### src/rtl/zbt_pkg.sv
package zbt_pkg;
  localparam int LANES  = 4;
  localparam int LANE_W = 9;
  localparam int WORD_W = LANES * LANE_W;
  localparam int BEAT_W = 2;

  typedef struct packed {
    logic             vld;
    logic             wr;
    logic [LANES-1:0] be_n;
  } ctl_t;

  // low address bits of a burst beat: linear count or XOR sequence
  function automatic logic [BEAT_W-1:0] burst_lo(input logic [BEAT_W-1:0] start,
                                                 input logic [BEAT_W-1:0] cnt,
                                                 input logic              ilv);
    return ilv ? (start ^ cnt) : (start + cnt);
  endfunction

  // all three enables active
  function automatic logic chip_selected(input logic e0_n, input logic e1, input logic e2_n);
    return !e0_n && e1 && !e2_n;
  endfunction
endpackage

### src/rtl/zbt_addr_gen.sv
module zbt_addr_gen
  import zbt_pkg::*;
#(
  parameter int ADDR_W = 4
) (
  input  logic                 clk,
  input  logic                 rst,
  input  logic                 stall,
  input  logic                 load_n,
  input  logic                 rw,
  input  logic                 sel_ok,
  input  logic                 ilv,
  input  logic [ADDR_W-1:0]    addr,
  input  logic [LANES-1:0]     be_n,
  output ctl_t                 s1_ctl,
  output logic [ADDR_W-1:0]    s1_addr
);
  logic              burst_on;
  logic              burst_wr;
  logic [ADDR_W-1:0] base;
  logic [BEAT_W-1:0] beat;
  logic [BEAT_W-1:0] beat_nx;
  logic              start_op;
  logic              adv_op;

  assign beat_nx  = beat + BEAT_W'(1);
  assign start_op = !load_n && sel_ok;
  assign adv_op   = load_n && burst_on;

  always_ff @(posedge clk) begin
    if (rst) begin
      burst_on <= 1'b0;
      burst_wr <= 1'b0;
      base     <= '0;
      beat     <= '0;
      s1_ctl   <= '0;
      s1_addr  <= '0;
    end else if (!stall) begin
      if (!load_n) begin
        burst_on <= sel_ok;
        burst_wr <= !rw;
        base     <= addr;
        beat     <= '0;
      end else if (burst_on) begin
        beat <= beat_nx;
      end
      s1_ctl.vld  <= start_op || adv_op;
      s1_ctl.wr   <= load_n ? burst_wr : !rw;
      s1_ctl.be_n <= be_n;
      s1_addr     <= load_n ? {base[ADDR_W-1:BEAT_W], burst_lo(base[BEAT_W-1:0], beat_nx, ilv)}
                            : addr;
    end
  end
endmodule

### src/rtl/zbt_pipe.sv
module zbt_pipe
  import zbt_pkg::*;
#(
  parameter int ADDR_W = 4,
  parameter int STAGES = 2
) (
  input  logic              clk,
  input  logic              rst,
  input  logic              stall,
  input  ctl_t              in_ctl,
  input  logic [ADDR_W-1:0] in_addr,
  output ctl_t              rd_ctl,
  output logic [ADDR_W-1:0] rd_addr,
  output ctl_t              wr_ctl,
  output logic [ADDR_W-1:0] wr_addr
);
  for (genvar g = 0; g < STAGES; g++) begin : g_stage
    ctl_t              q_ctl;
    logic [ADDR_W-1:0] q_adr;
    ctl_t              d_ctl;
    logic [ADDR_W-1:0] d_adr;
    if (g == 0) begin : g_head
      assign d_ctl = in_ctl;
      assign d_adr = in_addr;
    end else begin : g_link
      assign d_ctl = g_stage[g-1].q_ctl;
      assign d_adr = g_stage[g-1].q_adr;
    end
    always_ff @(posedge clk) begin
      if (rst) begin
        q_ctl <= '0;
        q_adr <= '0;
      end else if (!stall) begin
        q_ctl <= d_ctl;
        q_adr <= d_adr;
      end
    end
  end

  assign rd_ctl  = g_stage[0].q_ctl;
  assign rd_addr = g_stage[0].q_adr;
  assign wr_ctl  = g_stage[STAGES-1].q_ctl;
  assign wr_addr = g_stage[STAGES-1].q_adr;
endmodule

### src/rtl/zbt_array.sv
module zbt_array
  import zbt_pkg::*;
#(
  parameter int ADDR_W = 4,
  parameter int DEPTH  = 16
) (
  input  logic              clk,
  input  logic              we,
  input  logic [ADDR_W-1:0] waddr,
  input  logic [LANES-1:0]  wbe_n,
  input  logic [WORD_W-1:0] wdata,
  input  logic [ADDR_W-1:0] raddr,
  output logic [WORD_W-1:0] rword
);
  logic same_addr;
  assign same_addr = we && (waddr == raddr);

  for (genvar g = 0; g < LANES; g++) begin : g_lane
    logic [LANE_W-1:0] lane_mem [DEPTH];
    logic              lane_we;
    assign lane_we = we && !wbe_n[g];

    always_ff @(posedge clk) begin
      if (lane_we) lane_mem[waddr] <= wdata[g*LANE_W +: LANE_W];
    end

    // bypass: the write committing on this edge wins over the stored lane
    assign rword[g*LANE_W +: LANE_W] = (same_addr && !wbe_n[g]) ? wdata[g*LANE_W +: LANE_W]
                                                               : lane_mem[raddr];
  end
endmodule

### src/rtl/zbt_sram.sv
module zbt_sram
  import zbt_pkg::*;
#(
  parameter int ADDR_W = 4,
  parameter int DEPTH  = 1 << ADDR_W
) (
  input  logic              clk,
  input  logic              rst,
  input  logic              clk_en_n,
  input  logic              load_n,
  input  logic              rw,
  input  logic              en0_n,
  input  logic              en1,
  input  logic              en2_n,
  input  logic              order_ilv,
  input  logic [ADDR_W-1:0] addr,
  input  logic [3:0]        byte_we_n,
  input  logic [35:0]       wdata,
  input  logic              oe_n,
  output logic [35:0]       rdata,
  output logic              rdata_oe
);
  ctl_t              s1_ctl, s2_ctl, s3_ctl;
  logic [ADDR_W-1:0] s1_addr, s2_addr, s3_addr;
  logic [WORD_W-1:0] rword;
  logic [WORD_W-1:0] rd_q;
  logic              rd_drive;

  // named events for the checker
  logic stall, sel_ok, s1_vld, s2_vld, s2_wr, rd_fetch, wr_commit;
  assign stall     = clk_en_n;
  assign sel_ok    = chip_selected(en0_n, en1, en2_n);
  assign s1_vld    = s1_ctl.vld;
  assign s2_vld    = s2_ctl.vld;
  assign s2_wr     = s2_ctl.wr;
  assign rd_fetch  = s2_ctl.vld && !s2_ctl.wr;
  assign wr_commit = s3_ctl.vld && s3_ctl.wr && !stall && !rst;

  zbt_addr_gen #(.ADDR_W(ADDR_W)) u_agen (
    .clk(clk), .rst(rst), .stall(stall), .load_n(load_n), .rw(rw),
    .sel_ok(sel_ok), .ilv(order_ilv), .addr(addr), .be_n(byte_we_n),
    .s1_ctl(s1_ctl), .s1_addr(s1_addr)
  );

  zbt_pipe #(.ADDR_W(ADDR_W), .STAGES(2)) u_pipe (
    .clk(clk), .rst(rst), .stall(stall), .in_ctl(s1_ctl), .in_addr(s1_addr),
    .rd_ctl(s2_ctl), .rd_addr(s2_addr), .wr_ctl(s3_ctl), .wr_addr(s3_addr)
  );

  zbt_array #(.ADDR_W(ADDR_W), .DEPTH(DEPTH)) u_mem (
    .clk(clk), .we(wr_commit), .waddr(s3_addr), .wbe_n(s3_ctl.be_n),
    .wdata(wdata), .raddr(s2_addr), .rword(rword)
  );

  always_ff @(posedge clk) begin
    if (rst) begin
      rd_drive <= 1'b0;
    end else if (!stall) begin
      rd_drive <= rd_fetch;
      if (rd_fetch) rd_q <= rword;
    end
  end

  assign rdata    = rd_q;
  assign rdata_oe = rd_drive && !oe_n;
endmodule

### config.mk
export PLATFORM = sky130hd
export DESIGN_NAME = zbt_sram
export DESIGN_NICKNAME = d
export VERILOG_FILES = /design/src/rtl/zbt_pkg.sv /design/src/rtl/zbt_addr_gen.sv /design/src/rtl/zbt_pipe.sv /design/src/rtl/zbt_array.sv /design/src/rtl/zbt_sram.sv
export SDC_FILE = /design/constraint.sdc
export NUM_CORES = 1
export LEC_CHECK = 0
export ABC_CLOCK_PERIOD_IN_PS = 5600
export BUFFER_PORTS_ARGS = -buffer_cell sky130_fd_sc_hd__buf_4
export CAP_MARGIN = 25
export CORE_MARGIN = 2
export CORE_UTILIZATION = 60
export CTS_CLUSTER_DIAMETER = 80
export DETAILED_ROUTE_END_ITERATION = 8
export HOLD_SLACK_MARGIN = 0.15
export PLACE_DENSITY = 0.75
export SLEW_MARGIN = 0
export SYNTH_ARGS = -nofsm -noshare
export SYNTH_HDL_FRONTEND = slang
export SYNTH_SLANG_ARGS = --single-unit
### constraint.sdc
create_clock -name clk -period 5.6 [get_ports clk]
set_clock_uncertainty 0.15 [all_clocks]
set_input_delay 0.28 -clock clk [delete_from_list [all_inputs] [get_ports clk]]
set_output_delay 0.28 -clock clk [all_outputs]
set_load 0.005 [all_outputs]
==> results.sh <==
export IMPL_syn_area_per_cell_sq_um=20.4
export IMPL_hold_ws_ns=0.330
export IMPL_drive_gt1_frac=0.261
export IMPL_die_area_sq_mm=0.0436
export IMPL_p_leak_uw=0.00907
export IMPL_fin_crit_ns=3.55
export IMPL_ys_flop_type="edfxtp_1"
export IMPL_power_uw=9680
export IMPL_syn_area_sq_mm=0.0251
export IMPL_cp_cell_sequence="dlygate4sd3_1, buf_4, nor4bb_1, nand2b_1, nor2_1"
export IMPL_worstHoldPathCells=2
export IMPL_ctsResizeCount=0
export IMPL_end_kind="flip-flop"
export IMPL_critical_path_max_fanout=48
export IMPL_rrSetupSlack_ns=2.30
export IMPL_synth_nets=1287
export IMPL_cts_hold_buf=74
export IMPL_io_pins=91
export IMPL_clock_fmax_mhz=282
export IMPL_worstSetupStartpointType="primary input"
export IMPL_clk_latency_ns=0.61
export IMPL_tightestPinTransition_ns=1.03
export IMPL_power_density_mw_per_mm2=334
export IMPL_synth_cells=1232
export IMPL_critPathMaxStageDelay_ns=0.93
export IMPL_vias=12700
export IMPL_overflow=0
export IMPL_ys_ff_latch=650
export IMPL_final_hold_viol_count=0
export IMPL_reg2reg_depth=3
export IMPL_rr_endpoint="u_mem.g_lane[1].lane_mem[0][3]$_DFFE_PP_"
export IMPL_peakVddDrop_mv=0.244
export IMPL_regArea_sq_mm=0.0191
export IMPL_status="finished clean"
export IMPL_syn_to_final_growth_pct=15.1
export IMPL_max_cap_viol_count=0
export IMPL_synth_area_leaders="edfxtp_1, mux4_2, dfxtp_1"
export IMPL_dr_pass1_iters=6
export IMPL_cp_required_ns=5.67
export IMPL_drcViolationCount=0
export IMPL_numClockSinks=650
export IMPL_grt_pass1_wl_um=81000
export IMPL_finalCritPeriodShare=0.634
export IMPL_netlist_area_leader_share=0.731
export IMPL_maxSlewViolCount=0
export IMPL_crit_slowest_cell="nor4bb_1"
export IMPL_clkTransAtPathRegs_ns=0.06
export IMPL_dieWidth_um=209
export IMPL_cts_tree="yes"
export IMPL_startpoint="clk_en_n"
export IMPL_rows=74
export IMPL_multi_input_area_sq_mm=0.00562
export IMPL_path_class="in -> reg"
export IMPL_cts_max_path_buffers=3
export IMPL_async_flop_share=0
export IMPL_slew_headroom=0.313
export IMPL_synth_cell_types=38
export IMPL_yosysWarnings=0
export IMPL_antenna_found_initial=0
export IMPL_nFillCells=2529
export IMPL_worst_ep_arrival_time_ns=3.62
export IMPL_grt_max_degree=76
export IMPL_hpwl_um=32100
export IMPL_setup_tns_ns=0
export IMPL_die_h_um=209
export IMPL_post_synth_top_area_cell="edfxtp_1"
export IMPL_crit_end="u_mem.g_lane[1].lane_mem[0][3]$_DFFE_PP_"
export IMPL_grt_pass1_vias=12900
export IMPL_cts_htree_levels=2
export IMPL_synth_edff_count=612
export IMPL_root_buffer="clkbuf_16"
export IMPL_cts_buffers=61
export IMPL_drt_iter0_drc=1645
export IMPL_vias_per_cell=6.42
export IMPL_hp_class="reg -> reg"
export IMPL_start_util=0.612
export IMPL_gp_congestion=0.801
export IMPL_grt_use_total=0.251
export IMPL_core_sq_mm=0.0411
export IMPL_wl_per_cell_um=26.9
export IMPL_diodes=0
export IMPL_numPortBuffers=90
export IMPL_finalNetCount=1451
export IMPL_grt_setup_unrepaired="no"
export IMPL_ant_nets=0
export IMPL_yosysSeqAreaShare=0.761
export IMPL_post_cts_repair_setup_buffers=0
export IMPL_timing_rr_start="u_pipe.wr_ctl[4]$_SDFFE_PP0N_"
export IMPL_setup_viol=0
export IMPL_wl_um=53200
kinds of logic (layout without fill, tap and decap cells):
| group | after synthesis | after routing | synth area share |
|---|---|---|---|
| adders and majority gates | 1 | 1 | 0.000498 |
| AOI/OAI and AO/OA | 119 | 119 | 0.0395 |
| buffers and inverters | 80 | 291 | 0.0163 |
| DFF | 650 | 650 | 0.761 |
| muxes | 186 | 186 | 0.146 |
| and+or+nand+nor | 190 | 190 | 0.0341 |
| xor gates and xnor gates | 6 | 6 | 0.00264 |
per-stage QoR:
stage	std cells	area [sq um]	utilization	worst slack [ns]
3_5_place_dp	1790	26200	0.638	2.04
6_report	1975	28900	0.704	2.05
5_1_grt	1975	28900	0.704	1.82
4_1_cts	1974	28900	0.703	2.12
3_3_place_gp	1790	26200	0.638	2.09
2_1_floorplan	1232	25100	-	1.84
sequential cells by signal (all words and copies together) (netlist names):
name / cells
u_mem.g_lane.lane_mem: 576
u_agen.burst_on: 1
u_agen.base: 4
u_pipe.rd_addr: 4
u_agen.s1_ctl: 6
u_pipe.wr_addr: 4
u_pipe.wr_ctl: 6
u_agen.s1_addr: 4
u_pipe.rd_ctl: 6
rdata: 36
u_agen.beat: 2
rd_drive: 1
cell usage in the layout, fill, tap and decap left out, types with 2 or more instances in the layout:
cell and count:
a21oi_1 13, a221oi_1 9, a221oi_2 23, a22o_1 32, and2_1 5, buf_12 2
buf_4 102, bufinv_16 5, clkbuf_1 9, clkbuf_16 62, clkbuf_2 5, clkbuf_8 2
clkinv_1 9, clkinv_2 15, clkinvlp_4 2, dfxtp_1 36, dfxtp_4 2, dlygate4sd3_1 74
edfxtp_1 612, inv_1 2, mux2_2 4, mux2i_1 38, mux4_2 144, nand2_1 16
nand2b_1 6, nand3_1 39, nor2_1 106, nor2b_1 6, nor3_1 2, o21ai_0 6
o21ai_1 32, xor2_1 4
cell usage after synthesis, types with 2 or more instances:
master and count:
nand3_1 39, buf_6 8, and2_1 5, nor2_1 107, buf_4 5, buf_1 4
a22o_1 32, clkbuf_1 37, mux2_2 4, a21oi_1 13, nor3_1 3, mux4_2 144
buf_2 24, a221oi_2 23, nand2_1 16, o21ai_0 6, o21ai_1 32, nand2b_1 6
inv_1 2, a221oi_1 9, dfxtp_1 38, xor2_1 4, mux2i_1 38, edfxtp_1 612
nor2b_1 8
metal layers:
layer / track usage / vias to the layer above / share of wire / routed length [um]
li1: - / 5401 / - / -
met1: 0.362 / 6573 / 0.41 / 21500
met2: 0.408 / 614 / 0.50 / 26500
met3: 0.0332 / 94 / 0.073 / 3880
met4: 0.0818 / 0 / 0.025 / 1310
met5: 0 / - / 0 / 0
layout make-up:
| type | instances | area share |
|---|---|---|
| sequential | 650 | 0.662 |
| multi-input combinational | 502 | 0.194 |
| clock buffer | 78 | 0.0566 |
| timing repair buffer | 179 | 0.0544 |
| tap | 532 | 0.0230 |
| clock inverter | 32 | 0.00977 |
| inverter | 2 | 0.000259 |
power by group:
| group | switching [uW] | internal (uW) | leakage (uW) |
|---|---|---|---|
| Sequential | 14.8 | 5320 | 0.00581 |
| Combinational | 206 | 165 | 0.00231 |
| Clock | 1690 | 2280 | 0.000958 |
| Total | 1910 | 7760 | 0.00907 |
worst max-delay path, delay by kind of cell:
| kind | cells | cell delay (ns) |
|---|---|---|
| simple gates | 3 | 2.46 |
| buf+inv | 2 | 0.85 |
how the worst min path moves through the flow:
stage | start | endpoint
floorplan | rw | u_agen.s1_ctl[4]$_SDFFE_PP0P_
global placement | u_agen.s1_addr[1]$_SDFFE_PP0N_ | u_agen.s1_addr[1]$_SDFFE_PP0N_
detailed placement | u_agen.s1_addr[1]$_SDFFE_PP0N_ | u_agen.s1_addr[1]$_SDFFE_PP0N_
CTS | u_agen.s1_addr[1]$_SDFFE_PP0N_ | u_agen.s1_addr[1]$_SDFFE_PP0N_
global route | u_pipe.wr_ctl[5]$_SDFFE_PP0N_ | u_pipe.wr_ctl[5]$_SDFFE_PP0N_
finish | u_agen.s1_addr[1]$_SDFFE_PP0N_ | u_agen.s1_addr[1]$_SDFFE_PP0N_
No activity file was read; power rests on OpenSTA's default activity.
